$ cat src/rtl/pcb_pkg.sv
package pcb_pkg;
    localparam int SEL_W = 32;
    typedef enum logic [1:0] {
        MF_ANY       = 2'b00,
        MF_MARKED    = 2'b01,
        MF_UNMARKED  = 2'b10,
        MF_NEVER     = 2'b11
    } mark_filt_e;
endpackage

$ cat src/rtl/pcb_filter.sv
module pcb_filter
    import pcb_pkg::*;
#(
    parameter int NUM_EVT = 8
) (
    input  logic [SEL_W-1:0]   sel_i,
    input  logic [3:0]         mmask_i,
    input  logic [1:0]         mfilt_i,
    input  logic [NUM_EVT-1:0] event_i,
    input  logic [1:0]         priv_i,
    input  logic               marked_i,
    input  logic               inhibit_i,
    output logic               count_o
);
    logic evt_hit;
    logic mode_ok;
    logic mark_ok;

    always_comb begin
        evt_hit = 1'b0;
        for (int e = 0; e < NUM_EVT; e++) begin
            if (sel_i == SEL_W'(e + 1)) evt_hit = event_i[e];
        end
        mode_ok = !mmask_i[priv_i];
        case (mark_filt_e'(mfilt_i))
            MF_ANY:      mark_ok = 1'b1;
            MF_MARKED:   mark_ok = marked_i;
            MF_UNMARKED: mark_ok = !marked_i;
            default:     mark_ok = 1'b0;
        endcase
        count_o = evt_hit && mode_ok && mark_ok && !inhibit_i;
    end
endmodule

$ cat src/rtl/pcb_counter.sv
module pcb_counter #(
    parameter int XLEN = 64
) (
    input  logic            clk_i,
    input  logic            rst_ni,
    input  logic            inc_i,
    input  logic            wr_i,
    input  logic [XLEN-1:0] wdata_i,
    output logic [XLEN-1:0] cnt_o,
    output logic            ovf_o
);
    typedef struct packed {
        logic [XLEN-1:0] cnt;
    } ctr_state_t;

    ctr_state_t st_d, st_q;
    logic [XLEN-1:0] plus_one;

    always_comb begin
        st_d     = st_q;
        plus_one = st_q.cnt + XLEN'(1);
        ovf_o    = 1'b0;
        if (wr_i) begin
            st_d.cnt = wdata_i;
        end else if (inc_i) begin
            st_d.cnt = plus_one;
            ovf_o    = !st_q.cnt[XLEN-1] && plus_one[XLEN-1];
        end
    end

    always_ff @(posedge clk_i or negedge rst_ni) begin
        if (!rst_ni) st_q <= '0;
        else         st_q <= st_d;
    end

    assign cnt_o = st_q.cnt;

    // a write loads the written value whatever the increment does
    assert_write_wins_R9: assert property (@(posedge clk_i) disable iff (!rst_ni)
        wr_i |=> cnt_o == $past(wdata_i));

    // without a write the count moves by zero or one
    assert_step_R1: assert property (@(posedge clk_i) disable iff (!rst_ni)
        !wr_i |=> (cnt_o == $past(cnt_o)) || (cnt_o == $past(cnt_o) + XLEN'(1)));

    // an overflow flag means the top bit has just risen
    assert_top_rise_R6: assert property (@(posedge clk_i) disable iff (!rst_ni)
        ovf_o |=> cnt_o[XLEN-1] && !$past(cnt_o[XLEN-1]));
endmodule

$ cat src/rtl/perf_counter_bank.sv
module perf_counter_bank
    import pcb_pkg::*;
#(
    parameter int NUM_CTR = 4,
    parameter int XLEN    = 64,
    parameter int NUM_EVT = 8,
    parameter int ADDR_W  = 4
) (
    input  logic               clk_i,
    input  logic               rst_ni,
    input  logic [NUM_EVT-1:0] event_i,
    input  logic [1:0]         priv_mode_i,
    input  logic               marked_i,
    input  logic [NUM_CTR-1:0] inhibit_i,
    input  logic               wr_en_i,
    input  logic [ADDR_W-1:0]  reg_addr_i,
    input  logic [XLEN-1:0]    wr_data_i,
    output logic [XLEN-1:0]    rd_data_o,
    output logic               irq_o
);
    localparam int CFG_BASE = NUM_CTR;
    localparam int ST_ADDR  = 2 * NUM_CTR;
    localparam int IE_BIT   = XLEN - 1;
    localparam int MF_HI    = XLEN - 2;
    localparam int MF_LO    = XLEN - 3;
    localparam int MM_HI    = XLEN - 4;
    localparam int MM_LO    = XLEN - 7;

    typedef struct packed {
        logic [NUM_CTR-1:0][XLEN-1:0] cfg;
        logic [NUM_CTR-1:0]           st;
    } bank_state_t;

    bank_state_t regs_d, regs_q;
    logic [NUM_CTR-1:0]           ovf;
    logic [NUM_CTR-1:0]           inc;
    logic [NUM_CTR-1:0]           ctr_wr;
    logic [NUM_CTR-1:0][XLEN-1:0] cnt;
    logic [NUM_CTR-1:0]           st_clr;
    logic [NUM_CTR-1:0]           ie;
    logic                         st_wr;

    assign st_wr = wr_en_i && (reg_addr_i == ADDR_W'(ST_ADDR));

    for (genvar k = 0; k < NUM_CTR; k++) begin : g_ctr
        assign ctr_wr[k] = wr_en_i && (reg_addr_i == ADDR_W'(k));
        assign ie[k]     = regs_q.cfg[k][IE_BIT];

        pcb_filter #(.NUM_EVT(NUM_EVT)) u_filt (
            .sel_i     (regs_q.cfg[k][SEL_W-1:0]),
            .mmask_i   (regs_q.cfg[k][MM_HI:MM_LO]),
            .mfilt_i   (regs_q.cfg[k][MF_HI:MF_LO]),
            .event_i   (event_i),
            .priv_i    (priv_mode_i),
            .marked_i  (marked_i),
            .inhibit_i (inhibit_i[k]),
            .count_o   (inc[k])
        );

        pcb_counter #(.XLEN(XLEN)) u_ctr (
            .clk_i   (clk_i),
            .rst_ni  (rst_ni),
            .inc_i   (inc[k]),
            .wr_i    (ctr_wr[k]),
            .wdata_i (wr_data_i),
            .cnt_o   (cnt[k]),
            .ovf_o   (ovf[k])
        );

        // a set status bit stays set unless software clears it
        assert_sticky_R7: assert property (@(posedge clk_i) disable iff (!rst_ni)
            (regs_q.st[k] && !(st_wr && wr_data_i[k])) |=> regs_q.st[k]);

        // a top-bit rise is always recorded in status
        assert_ovf_recorded_R6: assert property (@(posedge clk_i) disable iff (!rst_ni)
            ovf[k] |=> regs_q.st[k]);

        // an inhibited counter without a write holds still
        assert_inhibit_R5: assert property (@(posedge clk_i) disable iff (!rst_ni)
            (inhibit_i[k] && !ctr_wr[k]) |=> cnt[k] == $past(cnt[k]));
    end

    always_comb begin
        regs_d = regs_q;
        st_clr = st_wr ? wr_data_i[NUM_CTR-1:0] : '0;
        for (int k = 0; k < NUM_CTR; k++) begin
            if (wr_en_i && (reg_addr_i == ADDR_W'(CFG_BASE + k)))
                regs_d.cfg[k] = wr_data_i;
        end
        regs_d.st = (regs_q.st & ~st_clr) | ovf;
    end

    always_ff @(posedge clk_i or negedge rst_ni) begin
        if (!rst_ni) regs_q <= '0;
        else         regs_q <= regs_d;
    end

    always_comb begin
        rd_data_o = '0;
        for (int k = 0; k < NUM_CTR; k++) begin
            if (reg_addr_i == ADDR_W'(k))            rd_data_o = cnt[k];
            if (reg_addr_i == ADDR_W'(CFG_BASE + k)) rd_data_o = regs_q.cfg[k];
        end
        if (reg_addr_i == ADDR_W'(ST_ADDR)) rd_data_o = XLEN'(regs_q.st);
    end

    assign irq_o = |(regs_q.st & ie);
endmodule

$ cat config.mk
export PLATFORM = sky130hd
export DESIGN_NAME = perf_counter_bank
export DESIGN_NICKNAME = d
export VERILOG_FILES = /design/src/rtl/pcb_pkg.sv /design/src/rtl/pcb_filter.sv /design/src/rtl/pcb_counter.sv /design/src/rtl/perf_counter_bank.sv
export SDC_FILE = /design/constraint.sdc
export NUM_CORES = 1
export LEC_CHECK = 0
export BUFFER_PORTS_ARGS = -buffer_cell sky130_fd_sc_hd__buf_2
export CAP_MARGIN = 20
export CORE_MARGIN = 8
export CORE_UTILIZATION = 35
export CTS_CLUSTER_SIZE = 24
export DETAILED_ROUTE_END_ITERATION = 16
export PLACE_DENSITY_LB_ADDON = 0.25
export RECOVER_POWER = 50
export SYNTH_ARGS = -nofsm -noshare
export SYNTH_HDL_FRONTEND = slang
export SYNTH_SLANG_ARGS = --single-unit
$ cat constraint.sdc
create_clock -name clk_i -period 8.3 [get_ports clk_i]
set_clock_uncertainty 0.15 [all_clocks]
set_input_delay 0.83 -clock clk_i [delete_from_list [all_inputs] [get_ports clk_i]]
set_output_delay 0.83 -clock clk_i [all_outputs]
set_load 0.05 [all_outputs]
# == After elaboration in Yosys (flattened, before gate mapping) ==
# Cells that the tools add are included.
# classes
addsub,4
n_lt_le_gt_ge,1
n_eq_ne,48
muxes,70
bitwise,4
reduce_logical,48
# ops
operator,count
64-bit two-way mux,17
32-bit by 3-bit equality test with 1-bit output (second input constant),16
64-bit by 1-bit adder with 64-bit output (second input constant),4
32-bit by 2-bit equality test with 1-bit output (second input constant),8
32-bit by 1-bit equality test with 1-bit output (second input constant),4
32-bit by 4-bit equality test with 1-bit output (second input constant),4
1-bit two-way mux,44
1-bit logical AND,25
4-bit by 3-bit equality test with 1-bit output (second input constant),4
1-bit zero test,13
1-bit case mux with 3 select lines,4
4-bit AND,2
1-bit binary-select mux with 2-bit select,4
2-bit by 1-bit equality test with 1-bit output (second input constant),4
2-bit equality test (second input constant),4
4-bit by 2-bit equality test with 1-bit output (second input constant),2
2-bit zero test,4
2-bit nonzero test,4
4-bit by 1-bit equality test with 1-bit output (second input constant),1
4-bit equality test (second input constant),1
4-bit zero test,1
4-bit two-way mux,1
4-bit inverter,1
4-bit OR,1
2 further kinds,2
# totals
regBits,516
in_bits,86

# == Depth between registers and ports, before layout ==
# Gate-level depths: netlist of run 1.
# logic_depth
word_depth,15
mapped_depth,10
mapped_depth_nobuf,9

# == Modules after synthesis ==
# From an unflattened synthesis of run 1, not the netlist that was laid out.
# hier_totals
hier_cells,3013
hier_area_um2,30241.5
# by_module_without_submodules
mod,instances,cells_each,area_per_inst_um2,seq_area_each_um2
perf_counter_bank,1,1040,13678.1,6506.2
pcb_counter (g_ctr[0].u_ctr ...),3,467,3937.5,1601.5
pcb_counter (g_ctr[1].u_ctr),1,472,3950.0,1601.5
pcb_filter,4,25,200.2,0.0

# == Worst setup path after synthesis of run 1 ==
# OpenSTA, ideal clock, no wires.
# synth_path
path_type,input -> output
startpoint,input reg_addr_i[1]
endpoint,output rd_data_o[29]
t_arrival_ps,3299
slack_ps,4021
cell_stages,8
path_buffers,4
cell_sequence,clkbuf_1 > nor2b_1 > and2_1 > clkbuf_1 > clkbuf_1 > clkbuf_1 > a22oi_1 > a31oi_1
# synth_between
elab_chain_cells,10
elab_cells_between_ends,18
# synth_rtl
element,line,rtl
start: declaration,perf_counter_bank.sv:16,"input logic [ADDR_W-1:0] reg_addr_i,"
4-bit zero test,perf_counter_bank.sv:101,if (reg_addr_i == ADDR_W'(k)) rd_data_o = cnt[k];
64-bit two-way mux,perf_counter_bank.sv:101,
64-bit two-way mux,perf_counter_bank.sv:102,if (reg_addr_i == ADDR_W'(CFG_BASE + k)) rd_data_o = regs_q.cfg[k];
64-bit two-way mux,perf_counter_bank.sv:101,
64-bit two-way mux,perf_counter_bank.sv:102,
64-bit two-way mux,perf_counter_bank.sv:101,
64-bit two-way mux,perf_counter_bank.sv:102,
64-bit two-way mux,perf_counter_bank.sv:101,
64-bit two-way mux,perf_counter_bank.sv:102,
64-bit two-way mux (*),perf_counter_bank.sv:104,if (reg_addr_i == ADDR_W'(ST_ADDR)) rd_data_o = XLEN'(regs_q.st);
end: declaration,perf_counter_bank.sv:18,"output logic [XLEN-1:0] rd_data_o,"
# Every way passes the cells marked *; elsewhere a longest branch is shown, timed or not.

# == Worst setup path after layout of run 1 ==
# layout_path
startpoint,input reg_addr_i[2]
endpoint,output rd_data_o[61]
# Same word-level chain as after synthesis.

==> results_dict.tcl, run 1 <==
set metrics [dict create \
    status "finished with violations" \
    violations "capacitance limit, slew limit" \
    clk_pin_slew_worst_paths_ns 0.06 \
    syn_area_um2 28700 \
    design.core.area_um2 81600 \
    critPathKind "primary input to output port" \
    nFillCells 8124 \
    stdcell_count 4238 \
    ys_ff_latch 516 \
    required_ns 7.32 \
    fmax_ghz 0.172 \
    antenna_found_initial 10 \
    synth_top_cell_area_share_pct 45.1 \
    ir_drop_mv 0.148 \
    io-pin-count 151 \
    ctsHoldBuffers 0 \
    p_per_area_nw_per_um2 246 \
    drtAntennaViolNets 0 \
    post-place-cells 4128 \
    drt_first_iter_violations 2485 \
    maxSlewViolCount 138 \
    chipWidth_um 302 \
    rsz0062_at_grt "no" \
    r2r-end "g_ctr[1].u_ctr.cnt_o[60]" \
    holdPathStages 1 \
    drcViolationCount 0 \
    syn_inst 3067 \
    grt_pass1_wl_um 167000 \
    vias 25700 \
    cp-end-kind "output port" \
    grt_pass1_vias 24600 \
    die_h_um 302 \
    p_leak_uw 0.0125 \
    numCtsBuffers 56 \
    hold_ws_ns 0.350 \
    syn_avg_cell_area_um2 9.34 \
    first_pass_iters 6 \
    initial_core_util_pct 35.1 \
    ys.flop_type "dfrtp_1" \
    synth-edff-count 0 \
    total_power_uw 7980 \
    ctsHtreeMaxLevel 2 \
    crit_fanout 44 \
    cts_root_buf "clkbuf_16" \
    postCtsSetupRepairBufs 0 \
    tns_ns 0 \
    fin_crit_sh_pct 70.0 \
    syn-num-nets 3161 \
    ys_types 60 \
    worst_pin_slew_ns 5.05 \
    post_cts_resized 0 \
    viasPerCell 6.06 \
    r2r_cells 7 \
    synth_top_cell_by_area "dfrtp_1" \
    place_ws_ns 3.44 \
    cts_sinks 516 \
    crit_arrival_ns 4.83 \
    synth.most_common_cell "dfrtp_1" \
    hold_viol 0 \
    rows 105 \
    grt_max_degree 119 \
    final_net_count 3211 \
    yosys_warnings 0 \
    clk_latency_ns 0.63 \
    worstHoldStart "regs_q[236]" \
    wirelength_um 112000 \
    place_congestion 0.905 \
    hold_class "flop to flop" \
    ys_top_cells_by_area "dfrtp_1, mux2_2, xnor2_1, nor2_1, nand2_1" \
    setup_viol 0 \
    finalCriticalPeriod_ns 5.81 \
    clockBufferDepth 3 \
    slew_headroom_pct -237 \
    critPathLaunchType "primary input" \
    ys_seq_area_share_pct 45.1 \
    cap_violations 3 \
    yosys-top-cells-count "dfrtp_1, nor2_1, nand2_1" \
    tritoncts "done" \
    min_to "regs_q[236]" \
    dieArea_um2 91300 \
    syn_to_final_growth_pct 13.1 \
    layout-drive-gt1-share_pct 18.6 \
    r2r_slack_ns 4.12 \
    setup_ws_ns 2.49 \
    wl_per_cell_um 26.4 \
    rr_startpoint "regs_q[99]" \
    async_flop_share_pct 100 \
    grt_overflow 0 \
    hpwl_um 77400 \
    portBuffers 150 \
    grtUsageTotal_pct 24.0 \
]
worst max-delay path by stage:
| stage | endpoint | slack (ns) | start | cells past startpoint |
|---|---|---|---|---|
| 4_1_cts | rd_data_o[61] | 3.41 | reg_addr_i[2] | 10 |
| 3_5_place_dp | rd_data_o[61] | 3.44 | reg_addr_i[2] | 10 |
| 5_1_grt | g_ctr[0].u_ctr.cnt_o[10] | 1.74 | rst_ni | 3 |
| 2_1_floorplan | rd_data_o[29] | 4.02 | reg_addr_i[1] | 8 |
| 3_3_place_gp | rd_data_o[61] | 3.44 | reg_addr_i[2] | 10 |
| 6_report | rd_data_o[61] | 2.49 | reg_addr_i[2] | 10 |
area by class of cell:
| class | instances | area (um2) | area share (%) |
|---|---|---|---|
| multi-input cells | 2291 | 14900 | 45.8 |
| flip-flops and latches | 516 | 12900 | 39.8 |
| clock buffers | 88 | 1740 | 5.38 |
| well taps | 1070 | 1340 | 4.13 |
| repair buffers | 208 | 1220 | 3.75 |
| clock inverters | 15 | 165 | 0.509 |
| inverters | 44 | 165 | 0.509 |
| diodes | 6 | 15.0 | 0.0463 |
critical path, stage by stage:
cell and delay (ns):
clkbuf_1 0.21, nor2b_1 0.38, nor3b_1 0.24, clkbuf_1 1.00
buf_4 0.72, a22oi_1 0.20, nand3_1 0.11, a211oi_1 0.06
o21ai_0 0.68, buf_2 0.39
stage by stage:
stage / area [um2] / util [%]
after floorplan: 28700 / -
after global placement: 30500 / 37.4
after detailed placement: 30500 / 37.4
after CTS: 32400 / 39.7
after global routing: 32400 / 39.7
final: 32400 / 39.7
report_power, final:
| part | internal [uW] | switching (uW) | leakage (uW) | total [uW] |
|---|---|---|---|---|
| sequential | 3090 | 697 | 0.00620 | 3790 |
| clock | 1530 | 1080 | 0.000951 | 2610 |
| combinational | 681 | 898 | 0.00537 | 1580 |
placed cells by master (no fill, tap or decap), types with 6 or more instances in the layout:
master,Yosys,layout
ha_1,8,8
a22o_1,13,13
nand2_1,263,257
a22oi_1,101,101
and2_1,13,10
nand4_1,97,97
inv_1,44,44
mux2i_1,10,10
xnor2_1,148,148
nor2_1,283,283
and3_1,32,29
or2_2,7,7
and4_1,10,10
xor2_1,22,22
clkbuf_16,0,58
buf_2,3,148
nand3_1,155,153
buf_4,0,53
nor4_1,119,116
a21oi_1,153,153
or4_1,43,42
a221oi_1,25,25
a211oi_1,36,36
a222oi_1,13,13
nor3_1,82,81
a31oi_1,90,90
diode_2,0,6
dfrtp_1,516,516
clkbuf_8,0,18
clkinv_2,0,10
o21ai_0,165,165
or3_1,47,47
o31ai_1,36,36
mux2_2,256,256
clkbuf_1,193,16
state kept, by name (all words and copies together) (netlist names):
name,flops
g_ctr.u_ctr.cnt_o,256
ie,4
regs_q,256
metal layers:
metal	global-route usage (%)	routed length [um]	up-vias
met2	37.7	50700	1040
met4	7.70	3630	6
li1	-	-	11500
met3	4.79	9270	214
met5	0	40	-
met1	33.2	48400	12900
logic make-up (layout without fill, tap and decap cells):
group | after synthesis | in the layout | share of synthesized area (%)
multiplexers | 274 | 274 | 11.0
XOR/XNOR | 170 | 170 | 5.20
adder cells (fa/ha/maj) | 8 | 8 | 0.349
AND/OR/NAND/NOR | 1190 | 1190 | 20.7
other | 0 | 6 | 0
buffers and inverters | 260 | 355 | 3.42
flip-flops | 516 | 516 | 45.1
AO/OA/AOI/OAI | 649 | 649 | 14.2
(Power assumes the default switching activity.)
==> run 2: changes to the inputs <==
Settings changed: ABC_AREA set to 1.
Clock period 8.3 ns to 4.77 ns, I/O delays scaled along.
==> results_dict.tcl, run 2 <==
set metrics [dict create \
    numCtsBuffers 68 \
    grtUsageTotal_pct 32.8 \
    vias 38100 \
    grt_max_degree 103 \
    ys_seq_area_share_pct 37.4 \
    ir_drop_mv 0.301 \
    synth_top_cell_area_share_pct 37.4 \
    syn-num-nets 5552 \
    layout_commonest_cell "nand2_1" \
    nFillCells 10900 \
    synth.most_common_cell "nand2_1" \
    synth_top_cell_by_area "dfrtp_1" \
    wl_per_cell_um 26.9 \
    io-pin-count 151 \
    place_congestion 1.04 \
    finalCriticalPeriod_ns 4.17 \
    tns_ns 0 \
    initial_core_util_pct 35.2 \
    rsz0062_at_grt "no" \
    critPathLaunchType "primary input" \
    grt_pass1_vias 35600 \
    ys_top_cells_by_area "dfrtp_1, nand2_1, o21ai_0, nor2_1, inv_1" \
    syn_inst 5458 \
    p_per_area_nw_per_um2 384 \
    yosys-top-cells-count "nand2_1, nor2_1, o21ai_0" \
    viasPerCell 5.57 \
    final_cell_mix "nand2_1, nor2_1, o21ai_0, dfrtp_1, inv_1" \
    slew_headroom_pct -83.6 \
    crit_fanout 26 \
    drt_first_iter_violations 4771 \
    drcViolationCount 0 \
    drtAntennaViolNets 0 \
    antenna_found_initial 25 \
    yosys_warnings 0 \
    syn_avg_cell_area_um2 6.33 \
    violations "capacitance limit, slew limit" \
    status "finished with violations" \
    worst_pin_slew_ns 2.75 \
    regArea_um2 12900 \
    ctsHtreeMaxLevel 3 \
    tritoncts "done" \
    ys.flop_type "dfrtp_1" \
    critPathKind "primary input to output port" \
    layout-drive-gt1-share_pct 6.18 \
    cap_violations 3 \
    async_flop_share_pct 100 \
    fin_crit_sh_pct 87.4 \
    synth-edff-count 0 \
    clk_pin_slew_worst_paths_ns 0.06 \
    die_h_um 330 \
    fmax_ghz 0.240 \
    placed_area_um2 36400 \
    ys_ff_latch 516 \
    ys_types 41 \
    design.core.area_um2 98100 \
    cts_sinks 516 \
    maxSlewViolCount 182 \
    final_cell_area_um2 38700 \
    hold_viol 0 \
    cp-end-kind "output port" \
    grt_pass1_wl_um 258000 \
    clockBufferDepth 3 \
    setup_viol 0 \
    hold_class "primary input to flop" \
    final_net_count 5587 \
    syn_area_um2 34500 \
    crit_arrival_ns 3.54 \
    portBuffers 150 \
    dieArea_um2 109000 \
    hpwl_um 143000 \
    multi_input_comb_area_um2 18700 \
    grt_overflow 0 \
    first_pass_iters 6 \
    postCtsSetupRepairBufs 0 \
    p_leak_uw 0.0182 \
    wirelength_um 184000 \
    chipWidth_um 330 \
    syn_to_final_growth_pct 12.0 \
    cts_root_buf "clkbuf_16" \
    clk_latency_ns 0.66 \
    rows 115 \
    required_ns 4.14 \
    post_cts_resized 0 \
]
run 2: timing repair:
action | CTS | global route
endpoints found under the setup margin | 0 | 0
endpoints found under the hold margin | 75 | 0
hold buffers | 1 | 0
run 2: cell type report:
| class | instances | area share [%] |
|---|---|---|
| inverter | 519 | 5.04 |
| tap | 1287 | 4.16 |
| antenna | 11 | 0.0712 |
| clock buffer | 96 | 5.12 |
| clock inverter | 27 | 0.922 |
| multi-input combinational | 4194 | 48.2 |
| sequential | 516 | 33.4 |
| timing repair buffer | 194 | 3.07 |
run 2: layer usage:
layer / track usage, % / vias up / part of all wire [%]
li1: - / 17400 / -
met1: 43.4 / 18400 / 41
met2: 50.9 / 1950 / 44
met3: 6.65 / 372 / 9.5
met4: 16.1 / 8 / 5.8
met5: 0 / - / 0.028
run 2: where the power goes:
| part | internal, uW | leakage [uW] | switching (uW) | total, uW |
|---|---|---|---|---|
| logic | 922 | 0.0104 | 2210 | 3130 |
| registers | 5190 | 0.00665 | 975 | 6170 |
| clock network | 3290 | 0.00115 | 2270 | 5560 |
run 2: cell families (layout without fill, tap and decap cells):
kind of cell	Yosys count	in the layout	synth area share (%)
compound gates	784	784	12.0
xor+xnor	136	136	3.45
fa+ha+maj	8	8	0.290
buf+inv	748	836	8.71
flops	516	516	37.4
other cells	0	11	0
simple gates	3266	3266	38.2
run 2: critical path, cell delays in order:
cell	delay [ns]
clkbuf_1	0.12
inv_1	0.07
nor2_1	0.23
nand2_1	0.13
inv_1	1.07
buf_4	0.43
nand2_1	0.09
o221ai_1	0.11
nor2_1	0.14
nand4_1	0.15
o21ai_0	0.14
inv_1	0.09
buf_2	0.26
run 2: through the flow:
step / util (%) / hold WS, ns / std cells / setup WS (ns) / total power (uW)
floorplan: - / 0.0314 / 5458 / 1.98 / 7820
global placement: 37.0 / 0.312 / 6709 / 1.07 / 9210
finish: 39.4 / 0.0148 / 6844 / 0.601 / 14900
detailed placement: 37.0 / 0.318 / 6709 / 1.02 / 9250
global route: 39.4 / 0.0331 / 6833 / 0.414 / 15400
CTS: 39.4 / 0.00187 / 6833 / 1.04 / 14800
run 2: final timing paths:
check | from | to | slack, ns | depth (start not counted)
worst min register to register | regs_q[234] | regs_q[234] | 0.33 | 2
max in group asynchronous | rst_ni | g_ctr[1].u_ctr.cnt_o[36] | 0.92 | 3
min in group asynchronous | rst_ni | g_ctr[0].u_ctr.cnt_o[8] | 1.04 | 2
worst max register to register | g_ctr[2].u_ctr.cnt_o[3] | g_ctr[2].u_ctr.cnt_o[63] | 1.28 | 12
worst min-delay path | wr_data_i[12] | g_ctr[3].u_ctr.cnt_o[12] | 0.01 | 5
worst max-delay path | reg_addr_i[2] | rd_data_o[31] | 0.60 | 13
